$ cat src/rtl/tick_timer_pkg.sv
package tick_timer_pkg;

  typedef struct packed {
    logic loadLo;
    logic loadHi;
    logic decrement;
    logic latchHi;
  } tmrStrobes_t;

  localparam int ADDR_LO        = 0;
  localparam int ADDR_HI        = 1;
  localparam int ADDR_CMD       = 2;
  localparam int CMD_START_BIT  = 0;
  localparam int CMD_STOP_BIT   = 1;

endpackage

$ cat src/rtl/tick_timer_ctl.sv
module tick_timer_ctl
  import tick_timer_pkg::*;
#(
  parameter int ADDR_W = 2,
  parameter int HALF_W = 16
) (
  input  logic              clk,
  input  logic              rstN,
  input  logic              regWrEn,
  input  logic              regRdEn,
  input  logic [ADDR_W-1:0] regAddr,
  input  logic [HALF_W-1:0] regWrData,
  input  logic              tickEn,
  input  logic [HALF_W-1:0] countLo,
  input  logic [HALF_W-1:0] shadowHi,
  output tmrStrobes_t       strobes,
  output logic              running,
  output logic [HALF_W-1:0] regRdData
);

  logic hitLo, hitHi, hitCmd;
  logic countWrite, cmdWrite;
  logic [HALF_W-1:0] statusWord;

  always_comb begin
    hitLo      = (regAddr == ADDR_W'(ADDR_LO));
    hitHi      = (regAddr == ADDR_W'(ADDR_HI));
    hitCmd     = (regAddr == ADDR_W'(ADDR_CMD));
    countWrite = regWrEn && (hitLo || hitHi);
    cmdWrite   = regWrEn && hitCmd;
    strobes.loadLo    = regWrEn && hitLo;
    strobes.loadHi    = regWrEn && hitHi;
    strobes.decrement = tickEn && running && !countWrite && !cmdWrite;
    strobes.latchHi   = regRdEn && hitLo;
  end

  always_ff @(posedge clk or negedge rstN) begin
    if (!rstN) begin
      running <= 1'b0;
    end else if (cmdWrite) begin
      if (regWrData[CMD_STOP_BIT])       running <= 1'b0;
      else if (regWrData[CMD_START_BIT]) running <= 1'b1;
    end
  end

  always_comb begin
    statusWord                = '0;
    statusWord[CMD_START_BIT] = running;
    statusWord[CMD_STOP_BIT]  = !running;
  end

  always_comb begin
    regRdData = '0;
    if (regRdEn) begin
      if (hitLo)       regRdData = countLo;
      else if (hitHi)  regRdData = shadowHi;
      else if (hitCmd) regRdData = statusWord;
    end
  end

  // stop bit in a command write always leaves the timer stopped
  a_r9_stop_wins: assert property (@(posedge clk) disable iff (!rstN)
    (cmdWrite && regWrData[CMD_STOP_BIT]) |=> !running);

  // start alone leaves the timer running
  a_r9_start_runs: assert property (@(posedge clk) disable iff (!rstN)
    (cmdWrite && regWrData[CMD_START_BIT] && !regWrData[CMD_STOP_BIT]) |=> running);

endmodule

$ cat src/rtl/tick_timer_dp.sv
module tick_timer_dp
  import tick_timer_pkg::*;
#(
  parameter int HALF_W = 16
) (
  input  logic              clk,
  input  logic              rstN,
  input  tmrStrobes_t       strobes,
  input  logic [HALF_W-1:0] wrData,
  output logic [HALF_W-1:0] countLo,
  output logic [HALF_W-1:0] shadowHi,
  output logic              underflowPulse
);

  localparam int CNT_W = 2 * HALF_W;

  logic [CNT_W-1:0] count;
  logic             anyLoad;

  assign anyLoad = strobes.loadLo || strobes.loadHi;

  always_ff @(posedge clk or negedge rstN) begin
    if (!rstN) begin
      count          <= '0;
      shadowHi       <= '0;
      underflowPulse <= 1'b0;
    end else begin
      underflowPulse <= strobes.decrement && (count == '0);
      if (strobes.latchHi) shadowHi <= count[CNT_W-1:HALF_W];
      if (anyLoad) begin
        if (strobes.loadLo) count[HALF_W-1:0]     <= wrData;
        if (strobes.loadHi) count[CNT_W-1:HALF_W] <= wrData;
      end else if (strobes.decrement) begin
        count <= count - 1'b1;
      end
    end
  end

  assign countLo = count[HALF_W-1:0];

  // without a load or a decrement strobe the count holds
  a_r3_hold: assert property (@(posedge clk) disable iff (!rstN)
    !(anyLoad || strobes.decrement) |=> $stable(count));

  // a decrement at zero wraps to all ones and flags underflow
  a_r4_reload: assert property (@(posedge clk) disable iff (!rstN)
    (strobes.decrement && (count == '0)) |=> ((count == '1) && underflowPulse));

  // the underflow flag lasts one cycle
  a_r4_one_cycle: assert property (@(posedge clk) disable iff (!rstN)
    underflowPulse |=> !underflowPulse);

  // a low-half write lands as written
  a_r6_load_lo: assert property (@(posedge clk) disable iff (!rstN)
    strobes.loadLo |=> (count[HALF_W-1:0] == $past(wrData)));

  // the shadow captures the high half seen on the read cycle
  a_r8_latch: assert property (@(posedge clk) disable iff (!rstN)
    strobes.latchHi |=> (shadowHi == $past(count[CNT_W-1:HALF_W])));

endmodule

$ cat src/rtl/tick_timer.sv
module tick_timer
  import tick_timer_pkg::*;
#(
  parameter int ADDR_W = 2,
  parameter int HALF_W = 16
) (
  input  logic              clk,
  input  logic              rstN,
  input  logic              regWrEn,
  input  logic              regRdEn,
  input  logic [ADDR_W-1:0] regAddr,
  input  logic [HALF_W-1:0] regWrData,
  output logic [HALF_W-1:0] regRdData,
  input  logic              tickEn,
  output logic              underflowPulse
);

  tmrStrobes_t       strobes;
  logic              running;
  logic [HALF_W-1:0] countLo;
  logic [HALF_W-1:0] shadowHi;

  tick_timer_ctl #(.ADDR_W(ADDR_W), .HALF_W(HALF_W)) ctl_i (
    .clk       (clk),
    .rstN      (rstN),
    .regWrEn   (regWrEn),
    .regRdEn   (regRdEn),
    .regAddr   (regAddr),
    .regWrData (regWrData),
    .tickEn    (tickEn),
    .countLo   (countLo),
    .shadowHi  (shadowHi),
    .strobes   (strobes),
    .running   (running),
    .regRdData (regRdData)
  );

  tick_timer_dp #(.HALF_W(HALF_W)) dp_i (
    .clk            (clk),
    .rstN           (rstN),
    .strobes        (strobes),
    .wrData         (regWrData),
    .countLo        (countLo),
    .shadowHi       (shadowHi),
    .underflowPulse (underflowPulse)
  );

  // no underflow flag can follow a cycle in which the timer was stopped
  a_r5_no_flag_stopped: assert property (@(posedge clk) disable iff (!rstN)
    !running |=> !underflowPulse);

endmodule

$ cat config.mk
export PLATFORM = sky130hd
export DESIGN_NAME = tick_timer
export DESIGN_NICKNAME = d
export VERILOG_FILES = /design/src/rtl/tick_timer_pkg.sv /design/src/rtl/tick_timer_ctl.sv /design/src/rtl/tick_timer_dp.sv /design/src/rtl/tick_timer.sv
export SDC_FILE = /design/constraint.sdc
export NUM_CORES = 1
export LEC_CHECK = 0
export ABC_AREA = 0
export CAP_MARGIN = 20
export CELL_PAD_IN_SITES_DETAIL_PLACEMENT = 0
export CELL_PAD_IN_SITES_GLOBAL_PLACEMENT = 1
export CORE_MARGIN = 1.5
export CORE_UTILIZATION = 46
export DETAILED_ROUTE_END_ITERATION = 10
export GPL_TIMING_DRIVEN = 0
export MAX_ROUTING_LAYER = met4
export PLACE_DENSITY = 0.9
export SYNTH_ARGS = -nofsm -noshare
export SYNTH_HDL_FRONTEND = slang
export SYNTH_HIERARCHICAL = 1
export SYNTH_SLANG_ARGS = --single-unit
$ cat constraint.sdc
create_clock -name clk -period 6.85 [get_ports clk]
set_input_delay 1.37 -clock clk [delete_from_list [all_inputs] [get_ports clk]]
set_output_delay 1.37 -clock clk [all_outputs]
set_load 0.01 [all_outputs]
# Word-level counts from Yosys, hierarchy flattened
# Index checks and enable logic that the tools add are counted.
# classes
eq_ne,4
n_div,0
n_bitwise,0
n_mux,10
n_lt_le_gt_ge,0
n_reduce_logical,21
n_mul,0
shift,0
addsub,1
# ops
cell,n
16-bit 2-to-1 mux,5
32-bit 2-to-1 mux,2
32-bit zero test,1
32-bit by 1-bit subtractor with 32-bit output (second input constant),1
1-bit logical AND,9
2-bit AND reduction,3
2-bit by 1-bit inequality test with 1-bit output (second input constant),2
2-bit nonzero test,2
1-bit zero test,3
2-bit by 1-bit == test with 1-bit output (second input constant),1
2-bit == test (second input constant),1
2-bit zero test,1
1-bit logical OR,2
1-bit 2-to-1 mux,2
2-bit 2-to-1 mux,1
# totals
ff_bits,50
ramBits,0
romBits,0
output_inout_bits,17
latch_bits,0
mem_count,0
in_bits,23
elab_cells,41

# Longest topological paths before layout
# logic_depth
ltp_word,8
ltp_mapped,9
depth_no_buf,6

# Modules after synthesis
# Netlist, hierarchy kept.
# modules_own_cells
mod,cells_per_inst,instances,area_each_um2,seq_area_each_um2
tick_timer_dp,296,1,2768.9,1226.2
tick_timer_ctl,52,1,384.1,25.0

# Worst setup path before layout
# Ideal clock, no wire load.
# synth_path
path_kind,input to register
start,input port regAddr[0]
end,register dp_i.count[25]
path_slack_ps,3327
arrival_time_ps,3441
cell_stages,8
required_time_ps,6768
path_buffers,2
setup_ps,82
cell_sequence,buf_6 -> buf_4 -> nand2_1 -> a21oi_1 -> nor4b_1 -> nand2_1 -> or4_1 -> a31oi_1
# synth_rtl
element,line_no,text
"start, declared",tick_timer.sv:11,"input logic [ADDR_W-1:0] regAddr,"
"end signal, assigned by index",tick_timer_dp.sv:31,if (strobes.loadLo) count[HALF_W-1:0] <= wrData;
"end signal, assigned by index",tick_timer_dp.sv:32,if (strobes.loadHi) count[CNT_W-1:HALF_W] <= wrData;
"end signal, assigned",tick_timer_dp.sv:34,count <= count - 1'b1;
"end, declared",tick_timer_dp.sv:17,logic [CNT_W-1:0] count;

# Final worst setup path
# layout_path
start,input port regRdEn
end,output port regRdData[5]
# layout_between
elab_chain_cells,1
# layout_rtl
element,line_no,text
"start, declared",tick_timer.sv:10,"input logic regRdEn,"
16-bit 2-to-1 mux,tick_timer_ctl.sv:54,if (regRdEn) begin
"end, declared",tick_timer.sv:13,"output logic [HALF_W-1:0] regRdData,"
# No other way between the ends.

==> results.cfg <==
[yosys]
ys_seq_elements = 50
async_reset_ff_share_pct = 100.0
synth.distinct_cells = 52
syn_avg_cell_area_sq_um = 9.060
netlist.area_leader.share_pct = 39.68
yosysMostFrequentCell = dfrtp_1
synth_common_cells = dfrtp_1, nor2_1, nand2_1, buf_4, or4_1
synth_edf_count = 0
syn_area_sq_mm = 0.003153
syn_nets = 372
synthCells = 348
synth_area_leaders = dfrtp_1, mux2_2, nor2_1
yosysWarnings = 6
synth.largest_area_cell = dfrtp_1
synth_top_flop_cell = dfrtp_1
ys_seq_area_share_pct = 39.68

[floorplan]
ios = 40
num_rows = 29
fp.dieH_um = 85.79
initial_utilization_pct = 48.55
dieArea_sq_mm = 0.007360
core_region_area_sq_mm = 0.006495
fp.dieW_um = 85.79

[layout]
fillers = 594
drive_gt1_share_pct = 14.90
area_delta_synth_final_pct = 19.17
diodes = 0
layout.nets = 419
layoutNonFillerInstCount = 473
multi_input_area_sq_mm = 0.001653
layout.area.seq_sq_mm = 0.001251
fin_util_pct = 57.85

[grt]
grt_util_met1_pct = 36.95
grt_first_pass_wirelength_um = 14380
first_global_vias = 2753
met2_usage_pct = 39.44
grt_max_degree = 29
grt-busiest-layer = met2
antenna_found_initial = 0
grt_usage_pct = 25.83
grt-ovfl-total = 0
grt_util_met3_pct = 2.984

[cts]
clk_latency_ns = 0.30
cts_resized = 0
postCtsSetupRepairBufs = 0
cts.htree.levels = 2
tritoncts = built
cts-root-buf = clkbuf_8
cts_buffer_depth = 2
cts.sinks = 50
path_clk_slew_ns = 0.09
numCtsBuffers = 5
holdBufCountCts = 0

[placed_design]
gp_congestion = 0.9431
dp_cells = 463
place_hpwl_um = 6536
place_ws_ns = 2.314
port_buffers = 37

[timing]
setup_viol = 0
relSlewSlack_pct = 26.69
fin_crit_sh_pct = 62.16
fin_hold_ws_ns = 0.5152
max_freq_mhz = 234.8
hold_viol_final = 0
rsz0062_at_grt = false
worst_pin_slew_ns = 1.091
clock-skew-final_ns = 0.004507
slew_violations = 0
min_period_ns = 4.258
setup_slack_ns = 2.592
finalSetupTns_ns = 0

[setup_path]
endpoint_kind = output port
cp.required_ns = 5.48
r2r_cells = 7
worstPathArrival_ns = 2.89
worstSetupPathType = primary input to output port
r2r_end = dp_i/count[31]
rr_startpoint = dp_i/count[10]
crit_fanout = 10
start_kind = primary input
r2r_slack_ns = 4.11

[pwr]
power_density_mw_per_mm2 = 255.3
p_leak_nw = 1.437
ir_drop_mv = 0.1302

[min_path]
hold_path_depth = 1
worstHoldStart = dp_i/shadowHi[7]
hold_path_class = flop to flop
whs_endpoint = dp_i/shadowHi[7]

[drt]
dr.first_iter.drc_count = 322
firstDrtPassIters = 5
wl_um = 8756
wl_per_cell_um = 18.51
vias = 2906
via_per_inst = 6.144
drc = 0
ant_nets = 0

[flow_run]
max_cap_violations = 0

[status]
outcome = finished clean
==> cells in the final DEF (no fill, tap or decap), types with 5 or more instances in the layout <==
master,instances
dfrtp_1,50
nor2_1,42
clkdlybuf4s50_1,36
nand2_1,33
buf_4,17
or4_1,17
mux2_2,16
mux2i_1,15
o21ai_0,13
nor3_1,12
clkbuf_1,10
a31oi_1,10
nand4_1,10
nor4_1,8
o31ai_1,8
o211ai_1,7
nand3_1,6
clkbuf_8,5
buf_2,5
a21oi_1,5
inv_1,5
or3_1,5
nand2b_1,5
xor2_1,5
==> sequential cells by signal, indices dropped and copies added (netlist names) <==
signal,count
ctl_i/running,1
dp_i/count,32
dp_i/shadowHi,16
dp_i/underflowPulse,1
==> critical path, stage by stage <==
cell,delay (ns)
clkdlybuf4s50_1,0.55
nand2b_4,0.10
buf_2,0.19
nor2_1,0.14
clkdlybuf4s50_1,0.54
==> routing by layer <==
layer | wire, um | part of all wire (%)
met3 | 456 | 5.2
met1 | 4166 | 48
met4 | 99 | 1.1
met5 | 0 | 0
met2 | 4034 | 46
==> cell families after synthesis <==
| family | Yosys count | share of synthesized area (%) |
|---|---|---|
| AO/OA/AOI/OAI | 57 | 12.38 |
| XOR/XNOR | 8 | 2.222 |
| adder cells (fa/ha/maj) | 1 | 0.3968 |
| buffers and inverters | 42 | 7.897 |
| flip-flops | 50 | 39.68 |
| multiplexers | 32 | 10.95 |
| AND/OR/NAND/NOR | 158 | 26.47 |
==> metrics by stage <==
step / power (mW) / cell area, sq um
after floorplan: 0.6319 / 3153
after global placement: 0.7352 / 3620
after detailed placement: 0.7455 / 3635
after CTS: 0.9543 / 3745
after global routing: 1.015 / 3757
final: 0.9593 / 3757
==> area by class of cell <==
class	instances	share of cell area, %
timing repair buffer	40	10.59
clock buffer	6	1.931
buffer	35	5.927
multi-input combinational	256	43.99
sequential	50	33.30
clock inverter	2	0.9990
tap	77	2.564
inverter	7	0.6993
==> power by group <==
part	internal (mW)	leakage (nW)	switching (mW)	total, mW
logic	0.161	0.806	0.142	0.303
clock network	0.109	0.0514	0.102	0.211
registers	0.362	0.580	0.0836	0.446
total	0.632	1.44	0.327	0.959
==> worst max-delay path by stage <==
stage | depth (start not counted) | from | to
6_report | 5 | regRdEn | regRdData[5]
5_1_grt | 5 | regRdEn | regRdData[5]
4_1_cts | 5 | regRdEn | regRdData[5]
3_5_place_dp | 7 | tickEn | dp_i/count[25]
3_3_place_gp | 7 | tickEn | dp_i/count[25]
2_1_floorplan | 8 | regAddr[0] | dp_i/count[25]
No activity file was read; power rests on OpenSTA's default activity.
